**config.mk**
```make
export PLATFORM = sky130hd
export DESIGN_NAME = rxirq_ctrl
export DESIGN_NICKNAME = d
export VERILOG_FILES = /design/src/rtl/rxirq_pkg.sv /design/src/rtl/rxirq_sync.sv /design/src/rtl/rxirq_level.sv /design/src/rtl/rxirq_flags.sv /design/src/rtl/rxirq_ctrl.sv
export SDC_FILE = /design/constraint.sdc
export NUM_CORES = 1
export LEC_CHECK = 0
export ABC_AREA = 1
export BUFFER_PORTS_ARGS = -buffer_cell sky130_fd_sc_hd__buf_2
export CAP_MARGIN = 20
export CELL_PAD_IN_SITES_DETAIL_PLACEMENT = 1
export CELL_PAD_IN_SITES_GLOBAL_PLACEMENT = 2
export CORE_UTILIZATION = 19
export CTS_CLUSTER_SIZE = 28
export DETAILED_ROUTE_END_ITERATION = 16
export PLACE_DENSITY_LB_ADDON = 0.05
export SKIP_LAST_GASP = 1
export SLEW_MARGIN = 15
export SYNTH_ARGS = -nofsm -noshare
export SYNTH_HDL_FRONTEND = slang
export SYNTH_HIERARCHICAL = 1
export SYNTH_SLANG_ARGS = --single-unit
export TNS_END_PERCENT = 100
```
**constraint.sdc**
```tcl
create_clock -name clk -period 1 [get_ports clk]
set_input_delay 0.15 -clock clk [delete_from_list [all_inputs] [get_ports clk]]
set_output_delay 0.15 -clock clk [all_outputs]
set_load 0.02 [all_outputs]
```
**src/rtl/rxirq_pkg.sv**
```systemverilog
package rxirq_pkg;

    localparam int STAT_W = 8;

    // bit positions decoded by host software
    localparam int B_CRC  = 0;
    localparam int B_PKV  = 1;
    localparam int B_EXT  = 3;
    localparam int B_AF   = 4;
    localparam int B_FERR = 7;

    typedef struct packed {
        logic       ferr;
        logic [1:0] rsv_hi;
        logic       afull;
        logic       ext;
        logic       rsv_lo;
        logic       pkv;
        logic       crc;
    } stat_t;

    typedef struct packed {
        logic crc;
        logic pkv;
        logic ferr;
    } evflags_t;

    function automatic stat_t build_status(evflags_t f, logic afull, logic ext);
        stat_t s;
        s.ferr   = f.ferr;
        s.rsv_hi = 2'b00;
        s.afull  = afull;
        s.ext    = ext;
        s.rsv_lo = 1'b0;
        s.pkv    = f.pkv;
        s.crc    = f.crc;
        return s;
    endfunction

    function automatic logic irq_active(stat_t s, logic [STAT_W-1:0] mask);
        return |(s & mask);
    endfunction

endpackage

```
**src/rtl/rxirq_sync.sv**
```systemverilog
module rxirq_sync #(
    parameter int STAGES = 2
) (
    input  logic clk,
    input  logic rst,
    input  logic d,
    output logic q
);
    logic [STAGES-1:0] chain;

    always_ff @(posedge clk) begin
        if (rst) chain <= '0;
        else     chain <= {chain[STAGES-2:0], d};
    end

    assign q = chain[STAGES-1];

    p_sync_first_r5: assert property (@(posedge clk) disable iff (rst)
        1'b1 |=> chain[0] == $past(d));
endmodule

```
**src/rtl/rxirq_level.sv**
```systemverilog
module rxirq_level #(
    parameter int LVL_W = 8
) (
    input  logic             clk,
    input  logic             rst,
    input  logic [LVL_W-1:0] level,
    input  logic             thr_we,
    input  logic [LVL_W-1:0] thr_wdata,
    output logic             afull
);
    logic [LVL_W-1:0] thr_q;

    always_ff @(posedge clk) begin
        if (rst) begin
            thr_q <= '0;
            afull <= 1'b0;
        end else begin
            if (thr_we) thr_q <= thr_wdata;
            if (level > thr_q)      afull <= 1'b1;
            else if (level < thr_q) afull <= 1'b0;
        end
    end

    p_af_above_r6: assert property (@(posedge clk) disable iff (rst)
        (level > thr_q) |=> afull);
    p_af_below_r6: assert property (@(posedge clk) disable iff (rst)
        (level < thr_q) |=> !afull);
    p_af_hold_r6: assert property (@(posedge clk) disable iff (rst)
        (level == thr_q) |=> $stable(afull));
    p_thr_load_r7: assert property (@(posedge clk) disable iff (rst)
        thr_we |=> thr_q == $past(thr_wdata));
endmodule

```
**src/rtl/rxirq_flags.sv**
```systemverilog
module rxirq_flags
    import rxirq_pkg::*;
(
    input  logic     clk,
    input  logic     rst,
    input  logic     crc_bad,
    input  logic     pkt_start,
    input  logic     pkt_done,
    input  logic     pkt_abort,
    input  logic     sync_ack,
    input  logic     fifo_ovf,
    input  logic     fifo_udf,
    input  logic     fifo_rst,
    output evflags_t flags
);
    evflags_t nxt;

    always_comb begin
        nxt = flags;
        // set has priority over clear
        if (crc_bad)                   nxt.crc = 1'b1;
        else if (pkt_start)            nxt.crc = 1'b0;
        if (pkt_done && !pkt_abort)    nxt.pkv = 1'b1;
        else if (sync_ack)             nxt.pkv = 1'b0;
        // clear has priority over set
        if (fifo_rst)                  nxt.ferr = 1'b0;
        else if (fifo_ovf || fifo_udf) nxt.ferr = 1'b1;
    end

    always_ff @(posedge clk) begin
        if (rst) flags <= '0;
        else     flags <= nxt;
    end

    p_crc_set_r2: assert property (@(posedge clk) disable iff (rst)
        crc_bad |=> flags.crc);
    p_crc_hold_r2: assert property (@(posedge clk) disable iff (rst)
        (!crc_bad && !pkt_start) |=> $stable(flags.crc));
    p_pkv_set_r3: assert property (@(posedge clk) disable iff (rst)
        (pkt_done && !pkt_abort) |=> flags.pkv);
    p_pkv_clr_r3: assert property (@(posedge clk) disable iff (rst)
        (sync_ack && !pkt_done) |=> !flags.pkv);
    p_ferr_clr_r8: assert property (@(posedge clk) disable iff (rst)
        fifo_rst |=> !flags.ferr);
    p_ferr_sticky_r8: assert property (@(posedge clk) disable iff (rst)
        (flags.ferr && !fifo_rst) |=> flags.ferr);
endmodule

```
**src/rtl/rxirq_ctrl.sv**
```systemverilog
module rxirq_ctrl
    import rxirq_pkg::*;
#(
    parameter int LVL_W       = 8,
    parameter int SYNC_STAGES = 2
) (
    input  logic              clk,
    input  logic              rst,
    input  logic [LVL_W-1:0]  fifo_level,
    input  logic              fifo_ovf,
    input  logic              fifo_udf,
    input  logic              fifo_rst,
    input  logic              ext_irq,
    input  logic              pkt_done,
    input  logic              pkt_abort,
    input  logic              sync_ack,
    input  logic              pkt_start,
    input  logic              crc_bad,
    input  logic              thr_we,
    input  logic [LVL_W-1:0]  thr_wdata,
    input  logic [STAT_W-1:0] irq_mask,
    output logic [STAT_W-1:0] status,
    output logic              irq_n
);
    evflags_t ev;
    logic     afull;
    logic     ext_s;
    stat_t    st;

    rxirq_sync #(.STAGES(SYNC_STAGES)) u_sync (
        .clk(clk), .rst(rst), .d(ext_irq), .q(ext_s)
    );

    rxirq_level #(.LVL_W(LVL_W)) u_level (
        .clk(clk), .rst(rst), .level(fifo_level),
        .thr_we(thr_we), .thr_wdata(thr_wdata), .afull(afull)
    );

    rxirq_flags u_flags (
        .clk(clk), .rst(rst),
        .crc_bad(crc_bad), .pkt_start(pkt_start),
        .pkt_done(pkt_done), .pkt_abort(pkt_abort), .sync_ack(sync_ack),
        .fifo_ovf(fifo_ovf), .fifo_udf(fifo_udf), .fifo_rst(fifo_rst),
        .flags(ev)
    );

    assign st     = build_status(ev, afull, ext_s);
    assign status = st;
    assign irq_n  = !irq_active(st, irq_mask);

    p_rsvd_zero_r4: assert property (@(posedge clk) disable iff (rst)
        1'b1 |=> (status[2] == 1'b0 && status[6:5] == 2'b00));
    p_irq_quiet_r9: assert property (@(posedge clk) disable iff (rst)
        (irq_mask == '0) |-> irq_n);
endmodule

```
==> key figures, run 1 <==
Global routing
  • Pin count of the biggest net entering global routing: 16
  • Vias in the first global route: 744
  • Grt total ovfl: 0
  • Initial antenna violation count: 0
  • GR Util All Layers: 0.09729
  • First-pass GRT wire length: 3118 um

Job
  • Max cap viols: 0

Timing
  • Fin worst setup slack: -0.08460 ns
  • RSZ-0062 raised after global routing: true
  • Minimum clock period: 1.085 ns
  • Setup violations, final: 2
  • Setup TNS: -0.1561 ns
  • Final hold viol count: 0
  • Hold Worst Slack: 0.1214 ns
  • Setup Skew: 0.001222 ns
  • Final Cycle Share: 1.085
  • Final Max Slew Viols: 0
  • Fmax: 922.0 MHz

Synth
  • Synth cell types: 16
  • Yosys reg bits: 14
  • Yosys top cell area share: 0.3642
  • Area leader, netlist: dfxtp_1
  • Ys Warns: 6
  • Most common flop cell mapped by yosys: dfxtp_1
  • Mean Syn Cell Area: 7.328 um^2
  • Ranking of synthesized cells by area: dfxtp_1, ha_1, nand2_1
  • Synth Instances: 105
  • Netlist Area Pre-Place: 769.5 um^2
  • Commonest cells in the netlist: nand2_1, inv_1, dfxtp_1, a21oi_1, nor2_1
  • Cell with the most instances after synthesis: nand2_1
  • Sequential fraction of the synthesis area: 0.3642
  • Number of synthesized flops with an enable pin: 0
  • Post-synth ARST share: 0

Clock network
  • Clock Sinks: 14
  • CTS Hold Bufs: 0
  • CTS H-tree depth: 1
  • Clock transition at the registers of the reported paths: 0.06 ns
  • Clk_lat worst skew: 0.24 ns
  • Root buf cell: clkbuf_8
  • CTS Buffer Depth: 2
  • TritonCTS clock tree: built
  • CTS buffer count: 3

Drt
  • Drt drc: 0
  • Post-detailed-route wirelength per cell: 9.640 um
  • First-pass iteration count of the detailed router: 2
  • Drt total wl: 1928 um
  • DRT iter0 DRCs: 4
  • Via count: 788
  • Drt via density: 3.940
  • Final ANT Viol Nets: 0

Setup path
  • Startpoint types: flip-flop
  • Crit Path Max Fanout: 2
  • Crit Path Class: reg -> reg
  • Arrival time worst endpoint: 1.22 ns
  • Worst endpoint required time: 1.13 ns
  • Critical path endpoint category: flip-flop

Cells and area
  • Ant diodes: 0
  • Fin util: 0.3205
  • Final Cell Area: 1209 um^2
  • Share of layout cells above drive strength 1: 0.5592
  • Area grow syn2layout: 57.07%
  • Final net count: 197

Outcome
  • Failing checks: negative setup slack
  • Status: finished with violations

Placement
  • Buffers on Ports: 38
  • Dpl hpwl: 1505 um
  • Worst slack, placed: -0.1275 ns
  • DP Area: 1031 um^2
  • RePlAce Congestion: 0.6421

Die
  • Initial Util: 0.2040
  • Die X: 65.64 um
  • Die Area: 4309 um^2
  • FP Rows: 22
  • Core box area: 3771 um^2
  • Ports: 45
  • Die H: 65.64 um

Power and ir drop
  • Pleak: 0.6138 nW
  • Power share of the combinational group: 0.247
  • Max VDD drop: 0.2759 mV
  • Switching power share of the total: 0.2698
  • Sw power: 0.0004205 W
  • Seq pwr share: 0.398
  • Clock Power Share: 0.356
  • P_int: 0.001138 W
  • Ratio of total power to cell area: 1290 nW/um^2

Min path
  • Worst Hold Class: in -> reg
## worst max-delay path: stages (launching register included)
cell and delay (ns):
dfxtp_2 0.32, inv_2 0.04, ha_4 0.27, nand2_2 0.06
nor2_4 0.11, nand3_1 0.08, nand2_1 0.06, a21oi_1 0.04
## state kept, by name, indices dropped and copies added, names as in the netlist
| name | count |
|---|---|
| u_flags/flags | 3 |
| u_level/afull | 1 |
| u_level/thr_q | 8 |
| u_sync/chain | 2 |
## through the flow
stage | power [W] | instances
2_1_floorplan | 0.0008193 | 107
3_3_place_gp | 0.0009406 | 194
3_5_place_dp | 0.0009484 | 194
4_1_cts | 0.001583 | 200
5_1_grt | 0.001697 | 200
6_report | 0.001559 | 200
## power by group through the flow
stage | sequential (W) | combinational, W | clock [W]
floorplan | 0.000630 | 0.000190 | 0
global placement | 0.000624 | 0.000317 | 0
detailed placement | 0.000626 | 0.000323 | 0
CTS | 0.000620 | 0.000378 | 0.000586
global route | 0.000625 | 0.000434 | 0.000638
finish | 0.000620 | 0.000385 | 0.000554
## layout by cell type, fill, tap and decap left out, types with 2 or more instances in the layout
cell and instances:
inv_1 14, inv_2 8, ha_4 5, o21ai_2 2, nand2_1 15, nand2_2 5, conb_1 3, buf_4 10
buf_2 36, dfxtp_1 6, o21ai_0 6, clkbuf_8 4, dfxtp_2 8, nor2_1 9, a21oi_2 3, a21oi_1 10
ha_1 3
## metal layers
metal  vias to the layer above  GRT usage  part of all wire
met5                         -          0                 0
met4                         0    0.04891             0.010
met3                         2    0.02431             0.049
met2                        19     0.1569              0.50
met1                       354     0.1181              0.44
li1                        413          -                 -
## path summary, 6_finish.rpt
check / from / endpoint / slack (ns) / depth (start not counted)
worst max-delay path: u_level/thr_q[7] / u_level/afull / -0.08 / 7
worst min-delay path: ext_irq / u_sync/chain[0] / 0.12 / 3
worst min register to register: u_sync/chain[0] / u_sync/chain[1] / 0.41 / 2
worst max register to register: u_level/thr_q[7] / u_level/afull / -0.08 / 7
## repair_timing
item,CTS,global route
pin swaps,6,3
hold endpoints to repair,0,0
gates resized for setup,23,6
buffers inserted,2,0
setup endpoints to repair,2,3
## cells by family (layout without fill, tap and decap cells)
logic type | after synthesis | in the layout | share of synthesized area
AO/OA/AOI/OAI | 22 | 22 | 0.1675
adder cells (fa/ha/maj) | 8 | 8 | 0.1301
other | 1 | 3 | 0.004873
AND/OR/NAND/NOR | 32 | 32 | 0.1626
flip-flops | 14 | 14 | 0.3642
buffers and inverters | 28 | 73 | 0.1707
## cell type report
type                       instances  area (um^2)
clock buffer                       4        55.05
fill                             483         2562
inverter                          22        82.58
tap                               48        60.06
sequential                        14        290.3
timing repair buffer              47        266.5
multi-input combinational         65        454.2
Note: power is estimated with default switching activity, not from simulation.
==> inputs of run 2 (changes only) <==
- CORE_UTILIZATION: 19 -> 21
- clock period: 1 -> 1.2 ns (I/O delays scaled with it)
==> run 2 against run 1 <==
- the run now ends clean
- register-to-register slack improved by 0.14 ns
- final area shrank 12%
- setup slack better by 0.13 ns
- clock skew is 0.00093 ns lower
- cell count is 4.5% lower
- global-route usage is 0.22 points lower
- critical path depth shrank 3
- power down 28%
- flip-flop and latch count is the same
- wire length decreased by 8.8%
- worst hold slack worse by 0.021 ns
==> key figures, run 2 (synthesized netlist as in run 1, its figures left out) <==
Cells and area
  • Most frequent cells in the layout: buf_2, inv_1, nand2_1 (was buf_2, nand2_1, inv_1)
  • Share of layout cells above drive strength 1: 0.4276 (was 0.5592)
  • Fill count: 439 (was 483)
  • Sequential Area: 284.0 um^2 (was 290.3 um^2)
  • Commonest non-fill, non-tap cell in the layout: buf_2 (unchanged)
  • Area grow syn2layout: 37.89% (was 57.07%)
  • Ant diodes: 0 (unchanged)
  • Final Cell Area: 1061 um^2 (was 1209 um^2)
  • Largest Register: u_level/thr_q (unchanged)
  • Cell Count, Final, Fillers Out: 191 (was 200)
  • Final net count: 190 (was 197)
  • Multi-input logic area: 392.9 um^2 (was 454.2 um^2)
  • Largest regs: u_level/thr_q: 8 flops, u_flags/flags: 3 flops, u_sync/chain: 2 flops (unchanged)
  • Largest register FFs: 8 (unchanged)

Setup path
  • Crit-path cells: nand2_2 > nand3_2 > nor2_1 > buf_4 (was inv_2 > ha_4 > nand2_2 > nor2_4 > nand3_1 > nand2_1 > a21oi_1)
  • Crit Path Class: reg -> out (was reg -> reg)
  • Critical path endpoint category: output port (was flip-flop)
  • Reg-to-Reg Start: u_level/thr_q[7] (unchanged)
  • Critical path origin: u_level/afull (was u_level/thr_q[7])
  • CP max stage delay: 0.34 ns (was 0.32 ns)
  • Worst endpoint required time: 1.02 ns (was 1.13 ns)
  • Startpoint types: flip-flop (unchanged)
  • Arrival time worst endpoint: 0.98 ns (was 1.22 ns)
  • Max stage delay cell, worst path: dfxtp_2 (unchanged)
  • Crit Path Max Fanout: 2 (unchanged)

Timing
  • Setup violations, final: 0 (was 2)
  • Setup Skew: 0.0002897 ns (was 0.001222 ns)
  • Final Cycle Share: 0.9645
  • Final Max Slew Viols: 0 (unchanged)
  • Fmax: 864.0 MHz
  • Final hold viol count: 0 (unchanged)
  • Hold Worst Slack: 0.1003 ns (was 0.1214 ns)
  • RSZ-0062 raised after global routing: true (unchanged)
  • Minimum clock period: 1.157 ns

Die
  • Core box area: 3416 um^2 (was 3771 um^2)
  • Ports: 45 (unchanged)
  • Initial Util: 0.2253 (was 0.2040)
  • Die H: 62.53 um (was 65.64 um)
  • Die X: 62.53 um (was 65.64 um)
  • FP Rows: 21 (was 22)
  • Die Area: 3910 um^2 (was 4309 um^2)

Placement
  • Placed Instances: 185 (was 194)
  • RePlAce Congestion: 0.7278 (was 0.6421)
  • Dpl hpwl: 1396 um (was 1505 um)
  • Buffers on Ports: 38 (unchanged)
  • DP Area: 975.9 um^2 (was 1031 um^2)

Drt
  • Post-detailed-route wirelength per cell: 9.209 um (was 9.640 um)
  • Via count: 735 (was 788)
  • DRT iter0 DRCs: 18 (was 4)
  • Final ANT Viol Nets: 0 (unchanged)
  • First-pass iteration count of the detailed router: 2 (unchanged)
  • Drt total wl: 1759 um (was 1928 um)
  • Drt drc: 0 (unchanged)
  • Drt via density: 3.848 (was 3.940)

Global routing
  • Met1 Track Usage GR: 0.1136 (was 0.1181)
  • Pin count of the biggest net entering global routing: 16 (unchanged)
  • Met3 usage: 0.04197 (was 0.02431)
  • GR Util All Layers: 0.09513 (was 0.09729)
  • Busiest grt layer: met2 (unchanged)
  • Initial antenna violation count: 0 (unchanged)
  • Vias in the first global route: 694 (was 744)
  • Grt total ovfl: 0 (unchanged)
  • First-pass GRT wire length: 2884 um (was 3118 um)
  • Met2 Use GR: 0.1535 (was 0.1569)

Clock network
  • Clk_lat worst skew: 0.28 ns (was 0.24 ns)
  • CTS Hold Bufs: 0 (unchanged)
  • Clock Sinks: 14 (unchanged)
  • CTS buffer count: 3 (unchanged)
  • CTS H-tree depth: 1 (unchanged)
  • CTS Buffer Depth: 2 (unchanged)
  • TritonCTS clock tree: built (unchanged)
  • Root buf cell: clkbuf_4 (was clkbuf_8)
  • Clock transition at the registers of the reported paths: 0.09 ns (was 0.06 ns)

Job
  • Max cap viols: 0 (unchanged)

Min path
  • HP Start: ext_irq (unchanged)
  • Worst Hold Class: in -> reg (unchanged)

Power and ir drop
  • Ratio of total power to cell area: 1053 nW/um^2 (was 1290 nW/um^2)
  • Pleak: 0.5702 nW (was 0.6138 nW)
  • Max VDD drop: 0.5372 mV (was 0.2759 mV)

Outcome
  • Status: completed (was finished with violations)
-- run 2: cell count changes in the layout (fill, tap and decap cells not counted), sizes merged --
cell,before,now
buf,47,40
-- run 2: final cells by class --
type | count | area share
Tap cell | 46 | 0.05425
Inverter | 22 | 0.07783
Multi-Input combinational cell | 65 | 0.3703
Timing Repair Buffer | 40 | 0.1958
Clock buffer | 4 | 0.03420
Sequential cell | 14 | 0.2677
-- run 2: path summary, 6_finish.rpt --
| kind | end | cells after the start | slack (ns) |
|---|---|---|---|
| worst max-delay path | irq_n | 4 | 0.04 |
| worst min-delay path | u_sync/chain[0] | 3 | 0.10 |
| worst max register to register | u_level/afull | 5 | 0.06 |
| worst min register to register | u_sync/chain[1] | 2 | 0.40 |
-- run 2: power by group --
part	switching (W)	leakage [nW]	internal, W	total (W)
Combinational	0.000145	0.432	0.000120	0.000265
Sequential	0.0000127	0.117	0.000497	0.000510
Clock	0.000158	0.0210	0.000184	0.000342
-- run 2: through the flow --
step | total power [W] | setup TNS (ns) | utilization | worst slack (ns)
finish | 0.001117 | 0 | 0.3106 | 0.04259
floorplan | 0.0006829 | 0 | - | 0.1371
global route | 0.001212 | -0.05133 | 0.3106 | -0.03199
CTS | 0.001139 | 0 | 0.3022 | 0.0007880
global placement | 0.0007600 | 0 | 0.2857 | 0.08245
detailed placement | 0.0007669 | 0 | 0.2857 | 0.06671
-- run 2: critical path: cells and delay by family (launching register included) --
family / cells / cell delay, ns
buf+inv: 1 / 0.14
flops: 1 / 0.34
simple gates: 3 / 0.22
-- run 2: per-layer routing --
layer	up-vias	share of wire
met2	24	0.46
met1	314	0.47
met3	2	0.061
met5	-	0
li1	395	-
met4	0	0.0085
-- run 2: what timing repair did --
item | 4_1_cts | 5_1_grt
endpoints found under the setup margin | 1 | 2
buffers inserted | 2 | 0
pin swaps | 0 | 4
resized for setup | 3 | 7
